--- config.mk ---
export PLATFORM = sky130hd
export DESIGN_NAME = bitfield_rmw_seq
export DESIGN_NICKNAME = d
export VERILOG_FILES = /design/src/rtl/bfrmw_pkg.sv /design/src/rtl/bf_addr_calc.sv /design/src/rtl/bf_field_extract.sv /design/src/rtl/bf_field_merge.sv /design/src/rtl/bitfield_rmw_seq.sv
export SDC_FILE = /design/constraint.sdc
export NUM_CORES = 1
export LEC_CHECK = 0
export BUFFER_PORTS_ARGS = -buffer_cell sky130_fd_sc_hd__buf_2
export CAP_MARGIN = 10
export CORE_MARGIN = 3
export CORE_UTILIZATION = 40
export DETAILED_ROUTE_END_ITERATION = 10
export GPL_TIMING_DRIVEN = 0
export SYNTH_ARGS = -nofsm -noshare
export SYNTH_HDL_FRONTEND = slang
export SYNTH_SLANG_ARGS = --single-unit
--- constraint.sdc ---
create_clock -name clk -period 6 [get_ports clk]
set_input_delay 1.8 -clock clk [delete_from_list [all_inputs] [get_ports clk]]
set_output_delay 1.8 -clock clk [all_outputs]
set_load 0.005 [all_outputs]
--- src/rtl/bfrmw_pkg.sv ---
package bfrmw_pkg;

  typedef enum logic [1:0] {
    OP_FILL = 2'b00,
    OP_INS  = 2'b01,
    OP_FFO  = 2'b10,
    OP_FFO2 = 2'b11
  } bf_op_e;

  typedef enum logic [2:0] {
    ST_IDLE,
    ST_RD_WORD,
    ST_RD_BYTE,
    ST_MODIFY,
    ST_WR_WORD,
    ST_WR_BYTE,
    ST_DONE
  } bf_state_e;

endpackage

--- src/rtl/bf_addr_calc.sv ---
// Computes the word address of the five-byte window and its trailing byte.
module bf_addr_calc #(
  parameter int ADDR_W = 24,
  parameter int OFF_W  = 32
) (
  input  logic [ADDR_W-1:0] base,
  input  logic [OFF_W-1:0]  off,
  output logic [ADDR_W-1:0] word_addr,
  output logic [ADDR_W-1:0] byte_addr
);
  localparam int TAIL_OFS = 4;

  // Signed byte displacement, sign-extended or truncated to the address width.
  assign word_addr = base + ADDR_W'($signed(off) >>> 3);
  assign byte_addr = word_addr + ADDR_W'(TAIL_OFS);
endmodule

--- src/rtl/bf_field_extract.sv ---
// Aligns the field to the top of a word, derives flags and leading-zero count.
module bf_field_extract #(
  parameter int DATA_W = 32,
  parameter int WID_W  = 6
) (
  input  logic [DATA_W-1:0] win_word,
  input  logic [7:0]        win_byte,
  input  logic [2:0]        sh,
  input  logic [WID_W-1:0]  width,
  output logic [DATA_W-1:0] fmask,
  output logic              flag_n,
  output logic              flag_z,
  output logic [WID_W-1:0]  lead
);
  localparam int WIN_W = DATA_W + 8;

  logic [WIN_W-1:0]  win_sh;
  logic [DATA_W-1:0] field_left;

  assign win_sh     = {win_word, win_byte} << sh;
  assign fmask      = {DATA_W{1'b1}} << (WID_W'(DATA_W) - width);
  assign field_left = win_sh[WIN_W-1:8] & fmask;
  assign flag_n     = win_sh[WIN_W-1];
  assign flag_z     = ~|field_left;

  // Scanning upward, the last hit is the highest set bit.
  always_comb begin
    lead = width;
    for (int i = 0; i < DATA_W; i++) begin
      if (field_left[i]) lead = WID_W'(DATA_W - 1 - i);
    end
  end
endmodule

--- src/rtl/bf_field_merge.sv ---
// Places the fill value into the window and decides on the trailing byte write.
module bf_field_merge #(
  parameter int DATA_W = 32,
  parameter int WID_W  = 6
) (
  input  logic [DATA_W-1:0] win_word,
  input  logic [7:0]        win_byte,
  input  logic [2:0]        sh,
  input  logic [WID_W-1:0]  width,
  input  logic [DATA_W-1:0] fmask,
  input  logic [DATA_W-1:0] fill_val,
  output logic [DATA_W-1:0] new_word,
  output logic [7:0]        new_byte,
  output logic              need_byte
);
  localparam int WIN_W = DATA_W + 8;

  logic [DATA_W-1:0] src_left;
  logic [WIN_W-1:0]  mask_w;
  logic [WIN_W-1:0]  pos_w;
  logic [WIN_W-1:0]  merged;
  logic [WID_W:0]    span;

  assign src_left = fill_val << (WID_W'(DATA_W) - width);
  assign mask_w   = {fmask, 8'h00} >> sh;
  assign pos_w    = {src_left, 8'h00} >> sh;
  assign merged   = ({win_word, win_byte} & ~mask_w) | (pos_w & mask_w);
  assign new_word = merged[WIN_W-1:8];
  assign new_byte = merged[7:0];

  assign span      = (WID_W+1)'(sh) + (WID_W+1)'(width);
  assign need_byte = span > (WID_W+1)'(DATA_W);
endmodule

--- src/rtl/bitfield_rmw_seq.sv ---
module bitfield_rmw_seq
  import bfrmw_pkg::*;
#(
  parameter int ADDR_W = 24,
  parameter int OFF_W  = 32,
  parameter int DATA_W = 32
) (
  input  logic                      clk,
  input  logic                      rst_n,
  input  logic                      start,
  input  logic [1:0]                op,
  input  logic [ADDR_W-1:0]         base_addr,
  input  logic [OFF_W-1:0]          bit_off,
  input  logic [$clog2(DATA_W)-1:0] width_code,
  input  logic [DATA_W-1:0]         ins_val,
  output logic                      busy,
  output logic                      done,
  output logic                      flag_n,
  output logic                      flag_z,
  output logic                      flag_v,
  output logic                      flag_c,
  output logic [OFF_W-1:0]          ffo_result,
  output logic                      mem_req,
  output logic                      mem_we,
  output logic                      mem_size,
  output logic [ADDR_W-1:0]         mem_addr,
  output logic [DATA_W-1:0]         mem_wdata,
  input  logic                      mem_ack,
  input  logic [DATA_W-1:0]         mem_rdata
);
  localparam int CW    = $clog2(DATA_W);
  localparam int WID_W = CW + 1;

  bf_state_e         st;
  bf_op_e            op_q;
  logic [ADDR_W-1:0] base_q;
  logic [OFF_W-1:0]  off_q;
  logic [WID_W-1:0]  wid_q;
  logic [DATA_W-1:0] src_q;
  logic [DATA_W-1:0] word_q;
  logic [7:0]        byte_q;
  logic [DATA_W-1:0] new_word_q;
  logic [7:0]        new_byte_q;
  logic              need_q;
  logic              flag_n_q;
  logic              flag_z_q;
  logic [OFF_W-1:0]  ffo_q;

  logic [ADDR_W-1:0] word_addr;
  logic [ADDR_W-1:0] byte_addr;
  logic [DATA_W-1:0] fmask;
  logic              ext_n;
  logic              ext_z;
  logic [WID_W-1:0]  lead;
  logic [DATA_W-1:0] fill_val;
  logic [DATA_W-1:0] mrg_word;
  logic [7:0]        mrg_byte;
  logic              mrg_need;
  logic [WID_W-1:0]  wid_dec;
  logic              xfer;

  assign wid_dec  = (width_code == '0) ? WID_W'(DATA_W) : {1'b0, width_code};
  assign fill_val = (op_q == OP_INS) ? src_q : '1;
  assign xfer     = mem_req && mem_ack;

  bf_addr_calc #(.ADDR_W(ADDR_W), .OFF_W(OFF_W)) u_addr (
    .base      (base_q),
    .off       (off_q),
    .word_addr (word_addr),
    .byte_addr (byte_addr)
  );

  bf_field_extract #(.DATA_W(DATA_W), .WID_W(WID_W)) u_extract (
    .win_word (word_q),
    .win_byte (byte_q),
    .sh       (off_q[2:0]),
    .width    (wid_q),
    .fmask    (fmask),
    .flag_n   (ext_n),
    .flag_z   (ext_z),
    .lead     (lead)
  );

  bf_field_merge #(.DATA_W(DATA_W), .WID_W(WID_W)) u_merge (
    .win_word  (word_q),
    .win_byte  (byte_q),
    .sh        (off_q[2:0]),
    .width     (wid_q),
    .fmask     (fmask),
    .fill_val  (fill_val),
    .new_word  (mrg_word),
    .new_byte  (mrg_byte),
    .need_byte (mrg_need)
  );

  always_ff @(posedge clk or negedge rst_n) begin
    if (!rst_n) begin
      st         <= ST_IDLE;
      op_q       <= OP_FILL;
      base_q     <= '0;
      off_q      <= '0;
      wid_q      <= '0;
      src_q      <= '0;
      word_q     <= '0;
      byte_q     <= '0;
      new_word_q <= '0;
      new_byte_q <= '0;
      need_q     <= 1'b0;
      flag_n_q   <= 1'b0;
      flag_z_q   <= 1'b0;
      ffo_q      <= '0;
    end else begin
      unique case (st)
        ST_IDLE: begin
          if (start) begin
            op_q   <= bf_op_e'(op);
            base_q <= base_addr;
            off_q  <= bit_off;
            wid_q  <= wid_dec;
            src_q  <= ins_val;
            st     <= ST_RD_WORD;
          end
        end
        ST_RD_WORD: begin
          if (xfer) begin
            word_q <= mem_rdata;
            st     <= ST_RD_BYTE;
          end
        end
        ST_RD_BYTE: begin
          if (xfer) begin
            byte_q <= mem_rdata[7:0];
            st     <= ST_MODIFY;
          end
        end
        ST_MODIFY: begin
          flag_n_q   <= ext_n;
          flag_z_q   <= ext_z;
          ffo_q      <= off_q + OFF_W'(lead);
          new_word_q <= mrg_word;
          new_byte_q <= mrg_byte;
          need_q     <= mrg_need;
          st         <= op_q[1] ? ST_DONE : ST_WR_WORD;
        end
        ST_WR_WORD: begin
          if (xfer) st <= need_q ? ST_WR_BYTE : ST_DONE;
        end
        ST_WR_BYTE: begin
          if (xfer) st <= ST_DONE;
        end
        ST_DONE: st <= ST_IDLE;
        default: st <= ST_IDLE;
      endcase
    end
  end

  assign busy = (st != ST_IDLE);
  assign done = (st == ST_DONE);

  assign mem_req   = (st == ST_RD_WORD) || (st == ST_RD_BYTE) ||
                     (st == ST_WR_WORD) || (st == ST_WR_BYTE);
  assign mem_we    = (st == ST_WR_WORD) || (st == ST_WR_BYTE);
  assign mem_size  = (st == ST_RD_WORD) || (st == ST_WR_WORD);
  assign mem_addr  = ((st == ST_RD_BYTE) || (st == ST_WR_BYTE)) ? byte_addr : word_addr;
  assign mem_wdata = (st == ST_WR_BYTE) ? {{(DATA_W-8){1'b0}}, new_byte_q} : new_word_q;

  assign flag_n     = flag_n_q;
  assign flag_z     = flag_z_q;
  assign flag_v     = 1'b0;
  assign flag_c     = 1'b0;
  assign ffo_result = ffo_q;
endmodule

==> metrics.yaml, run 1 <==
status: "completed"
synth-seq-cells: 214
endpoint_kind: "primary output"
async_reset_ff_share_pct: 100
layout_common_cells: "buf_2, nand2_1, dfrtp_1"
insertion_delay_ns: 0.56
arrival_ns: 4.01
hold_depth: 2
core.rowCount: 76
grt_max_degree: 114
skew_ns: 0.0184
synth_top_cell_by_area: "dfrtp_1"
whs_ns: 0.463
multi_input_area_mm2: 0.0118
wl_per_cell_um: 25.4
numCtsBuffers: 26
wirelength_um: 72600
setup_viol: 0
syn_area_per_cell_um2: 8.96
die_y_um: 217
overflow: 0
die-area_mm2: 0.0470
finalCriticalPeriod_ns: 5.81
critPathLaunch: "off_q[3]$_DFFE_PN0P_"
critPathRequiredTime_ns: 4.20
fmax_mhz: 172
portBuffers: 225
final_common_cell: "buf_2"
core-area_mm2: 0.0435
maxCapViolCount: 0
cts_buffer_depth: 3
ant_nets: 0
drtIter0Drc: 1588
cts_hold_buf: 0
slew_headroom_pct: 32.3
r2r_cells: 26
synthCells: 1984
vias_per_cell: 6.09
dieWidth_um: 217
clk_pin_slew_ns: 0.06
synth_edf_count: 0
synth.distinct_cells: 99
drtPass1Iterations: 8
synth_flop_cell: "dfrtp_1"
netlist.area_leader.share_pct: 30.1
io_pins: 228
antenna_found_initial: 3
worst_r2r_startpoint: "wid_q[0]$_DFFE_PN0P_"
synthesis.area_mm2: 0.0178
gp_congestion: 1.02
cts_root_buffer: "clkbuf_16"
h-tree-depth: 1
rsz0062_at_grt: "no"
fillers: 4258
dp_hpwl_um: 57600
vias: 17400
grt_pass1_wl_um: 110000
tightestPinTransition_ns: 1.00
hold_class: "reg -> reg"
drive_gt1_share_pct: 26.6
cts_sinks: 214
start_kind: "register"
yosysSeqAreaShare_pct: 30.1
path_max_fanout: 3
min_from: "byte_q[0]$_DFFE_PN0P_"
hold_violations: 0
cts_tree: "built"
synth_warnings: 0
crit_type: "reg -> out"
drc: 0
fin_crit_sh_pct: 96.8
layout.nets: 2424
grt.total_usage_pct: 30.3
start_util_pct: 40.9
ys_top_cells_by_area: "dfrtp_1, mux2_2, mux2i_1"
area_delta_synth_final_pct: 17.4
grt_pass1_vias: 17700
final-seq-area_mm2: 0.00536
slew_viol_final: 0
## critical path, stage by stage, from the launching register on
cell	delay, ns
dfrtp_1	0.43
ha_1	0.25
inv_1	0.08
fa_1	0.23
nor2b_2	0.08
o31ai_1	0.40
a21oi_2	0.15
buf_4	0.18
o211a_1	0.26
o21ai_0	0.20
or3b_1	0.41
and4bb_1	0.32
nand3_1	0.11
xnor2_1	0.21
buf_2	0.16
## timing repair
| item | 4_1_cts | 5_1_grt |
|---|---|---|
| endpoints found under the hold margin | 0 | 0 |
| endpoints found under the setup margin | 34 | 32 |
| pin swaps | 7 | 9 |
| buffers inserted | 10 | 9 |
| resized for setup | 29 | 40 |
## sequential cells by signal, summed over array words and instances, names as in the netlist, 3 cells and up
register and count:
st 3, byte_q 8, wid_q 6, ffo_result 32
off_q 32, new_byte_q 8, new_word_q 32, base_q 24
word_q 32, src_q 32
## metrics by stage
step                instances  cell area [µm²]  setup WS, ns  TNS (ns)  utilization, %
global placement         2795            19600         -1.08   -145.08            45.2
finish                   2858            20900         0.191         0            48.0
detailed placement       2796            19700         -1.13    -19.03            45.3
CTS                      2850            20700        0.0417         0            47.5
floorplan                1985            17800         0.876         0               -
global route             2856            20900       0.00204         0            48.0
## synth_stat cells (all sizes together), types with 12 or more instances
cell,count
nand2,229
inv,39
nand3,39
mux2,162
a22oi,16
nand2b,17
a21oi,96
dfrtp,214
xnor2,54
and3,15
nand4,16
ha,36
xor2,15
o211ai,28
mux2i,102
buf,63
and2,60
clkbuf,77
or2,15
o22ai,12
o2111ai,12
nor3,40
mux4,41
or3,13
o21a,20
o21ai,162
a31oi,18
a21o,22
a211oi,19
nor2b,23
nor2,137
## final timing paths
check / slack [ns] / endpoint
setup / recovery: 0.19 / mem_addr[22]
hold / removal: 0.46 / new_byte_q[0]$_DFFE_PN0P_
setup reg to reg: 0.29 / ffo_result[30]$_DFFE_PN0P_
hold reg to reg: 0.46 / new_byte_q[0]$_DFFE_PN0P_
max in group asynchronous: 3.72 / base_q[21]$_DFFE_PN0P_
min in group asynchronous: 1.22 / src_q[12]$_DFFE_PN0P_
## metal layers
| layer | share of wire (%) | vias to the layer above | global-route usage [%] |
|---|---|---|---|
| met2 | 47 | 777 | 50.9 |
| li1 | - | 7888 | - |
| met5 | 0.018 | - | 0 |
| met4 | 4.8 | 2 | 12.3 |
| met1 | 40 | 8581 | 38.3 |
| met3 | 8.1 | 168 | 6.02 |
## area by class of cell
class                      instances  area share [%]
antenna                            2          0.0240
buffer                           135            3.20
clock buffer                      35            3.48
clock inverter                    10           0.408
inverter                          40           0.750
multi-input combinational       1591            56.7
sequential                       214            25.7
tap                              585            3.51
timing repair buffer             246            6.30
## kinds of logic (layout without fill, tap and decap cells)
family          Yosys count  in the layout  synth area share, %
simple gates            640            640                 17.4
compound gates          536            536                 20.3
mux                     305            305                 21.4
flops                   214            214                 30.1
buf+inv                 180            466                 4.53
xor+xnor                 69             69                 3.44
fa+ha+maj                39             39                 2.87
other cells               1              4               0.0211
Power of run 1 is left out: the tool's default activity adds up to more than one toggle a clock period on the data nets, which glitch-free logic cannot reach.
==> inputs of run 2 (changes only) <==
--- a/config.mk
+++ b/config.mk
@@ -7,10 +7,10 @@
 export LEC_CHECK = 0
 export BUFFER_PORTS_ARGS = -buffer_cell sky130_fd_sc_hd__buf_2
 export CAP_MARGIN = 10
-export CORE_MARGIN = 3
 export CORE_UTILIZATION = 40
 export DETAILED_ROUTE_END_ITERATION = 10
 export GPL_TIMING_DRIVEN = 0
+export RECOVER_POWER = 25
 export SYNTH_ARGS = -nofsm -noshare
 export SYNTH_HDL_FRONTEND = slang
 export SYNTH_SLANG_ARGS = --single-unit
==> metrics.yaml, run 2 (same netlist as run 1, synthesis figures left out) <==
status: "finished, violations left"
violations: "max-capacitance violations, max-slew violations"
final_common_cell: "buf_2"
core.rowCount: 76  # unchanged
gp_congestion: 1.03  # +1.3%
worst_r2r_startpoint: "wid_q[0]$_DFFE_PN0P_"
drc: 0  # unchanged
dp.cells: 2797  # +0.036%
dp_hpwl_um: 58600  # +1.8%
maxCapViolCount: 2  # +2
setup_ws_ns: 0.194  # +0.00318 ns
cp-endpoint: "mem_addr[22]"
critPathRequiredTime_ns: 4.20  # about the same
layout.nets: 2423  # -0.041%
grt_pass1_vias: 17600  # -0.93%
hold_class: "reg -> reg"
io_pins: 228  # unchanged
wirelength_um: 74200  # +2.3%
vias_per_cell: 6.09  # about the same
fin_cells: 2858  # unchanged
grt_pass1_wl_um: 111000  # +0.71%
h-tree-depth: 1  # unchanged
clk_pin_slew_ns: 0.06  # about the same
slew_viol_final: 217  # +217
critPathLaunch: "off_q[4]$_DFFE_PN0P_"
cts_sinks: 214  # unchanged
cpMaxStageDelayCell: "dfrtp_1"
skew_ns: 0.0211  # +0.00279 ns
hold_violations: 0  # unchanged
critPathBufInv: 2  # -1
finalCriticalPeriod_ns: 5.81  # -0.00319 ns
area_delta_synth_final_pct: 17.7
wl_per_cell_um: 26.0  # +2.3%
die_y_um: 213  # -1.8%
worst-path-stages: 12  # -2
fillers: 4328  # +1.6%
cts_root_buffer: "clkbuf_16"
antenna_found_initial: 3  # unchanged
place_ws_ns: -1.23  # -0.108 ns
r2r-end: "ffo_result[30]$_DFFE_PN0P_"
start_util_pct: 40.9  # unchanged
fmax_mhz: 172  # about the same
numCtsBuffers: 26  # unchanged
final-seq-area_mm2: 0.00536  # unchanged
portBuffers: 225  # unchanged
endpoint_kind: "primary output"
die-area_mm2: 0.0453  # -3.7%
slew_headroom_pct: -71.4  # -100 points
drtIter0Drc: 1463  # -7.9%
crit_chain: "ha_1 -> a211o_1 -> a2111oi_4 -> o211ai_1 -> buf_4 -> a31oi_1 -> o211ai_1 -> or3b_1 -> and4bb_1 -> nand3_1 -> xnor2_1 -> buf_2"
r2r_slack_ns: 0.33  # +0.04 ns
grt.total_usage_pct: 32.7  # +2.4 points
ant_nets: 0  # unchanged
crit_type: "reg -> out"
vias: 17400  # -0.069%
fin_crit_sh_pct: 96.8  # about the same
dieWidth_um: 213  # -1.8%
path_max_fanout: 4  # +1
critical-path-top-delay-family: "compound AO/OA/AOI/OAI gates"
cts_tree: "built"
start_kind: "register"
crit_path_max_incr_delay_ns: 0.42  # about the same
diodes: 0  # -2
layout_common_cells: "buf_2, nand2_1, dfrtp_1"
core-area_mm2: 0.0435  # unchanged
multi_input_area_mm2: 0.0118  # -0.37%
insertion_delay_ns: 0.58  # +0.02 ns
grt_max_degree: 115  # +0.88%
cts_buffer_depth: 3  # unchanged
post-route-util_pct: 48.1  # +0.13 points
arrival_ns: 4.01  # about the same
path_common_cell: "o211ai_1"
overflow: 0  # unchanged
drtPass1Iterations: 6  # -2
r2r_cells: 27  # +3.8%
drive_gt1_share_pct: 26.6  # about the same
tightestPinTransition_ns: 2.57  # +1.57 ns
setup_viol: 0  # unchanged
run 2: changes by cell type in the layout (fill, tap and decap cells not counted), moves of 2 or more:
cell,delta
bufinv_16,+4
clkbuf_1,-4
buf_4,-3
a211oi_1,+2
a211oi_2,-2
clkbuf_2,+2
clkbuf_4,+2
clkbuf_8,+2
clkinv_2,-2
diode_2,-2
run 2: per-stage QoR:
stage,hold WS (ns),area (µm²),TNS (ns)
3_3_place_gp,0.457,19600,-156.93
5_1_grt,0.497,20900,-0.0154
6_report,0.472,20900,0
2_1_floorplan,0.435,17800,0
4_1_cts,0.473,20800,0
3_5_place_dp,0.458,19700,-20.96
run 2: layout make-up:
type,instances,share of cell area [%]
timing repair buffer,245,6.08
inverter,40,0.748
multi-input combinational,1591,56.3
clock inverter,15,1.09
sequential,214,25.6
clock buffer,33,3.43
buffer,135,3.25
tap,585,3.50
run 2: worst register-to-register path, stage by stage, from the launching register on:
cell,delay (ns)
dfrtp_1,0.39
buf_6,0.15
buf_6,0.16
buf_12,0.17
clkinvlp_4,0.17
ha_4,0.25
or4b_4,0.52
o32ai_4,0.38
buf_4,0.30
buf_2,0.30
a21oi_1,0.11
a22oi_1,0.23
o211ai_1,0.12
a21oi_1,0.18
o21ai_1,0.09
ha_1,0.21
fa_1,0.41
a21oi_1,0.18
o21bai_1,0.12
a21oi_1,0.18
o21bai_2,0.11
buf_4,0.16
nand4_1,0.08
buf_4,0.15
nor2_1,0.06
nand4_1,0.12
xor2_1,0.16
o21ai_0,0.08
run 2: worst min path at each step:
stage | from | to | slack [ns] | cells after the start
final | new_word_q[31]$_DFFE_PN0P_ | new_word_q[31]$_DFFE_PN0P_ | 0.47 | 1
after global routing | new_word_q[31]$_DFFE_PN0P_ | new_word_q[31]$_DFFE_PN0P_ | 0.50 | 1
after CTS | new_word_q[31]$_DFFE_PN0P_ | new_word_q[31]$_DFFE_PN0P_ | 0.47 | 1
after detailed placement | ffo_result[1]$_DFFE_PN0P_ | ffo_result[1]$_DFFE_PN0P_ | 0.46 | 2
after global placement | byte_q[0]$_DFFE_PN0P_ | new_byte_q[0]$_DFFE_PN0P_ | 0.46 | 2
after floorplan | byte_q[0]$_DFFE_PN0P_ | new_byte_q[0]$_DFFE_PN0P_ | 0.43 | 2
run 2: routing by layer:
metal	part of all wire (%)	GRT usage, %	vias up
li1	-	-	7878
met1	41	41.3	8573
met2	46	53.8	765
met3	7.4	6.47	182
met4	5.2	15.2	6
met5	0.046	0	-
run 2: timing repair:
item                       CTS  global route
gates resized for setup     32            33
hold buffers                 0             0
setup endpoints to repair   34            32
pin swaps                    9             6
setup buffers               10             7
Power of run 2 is left out for the same reason.
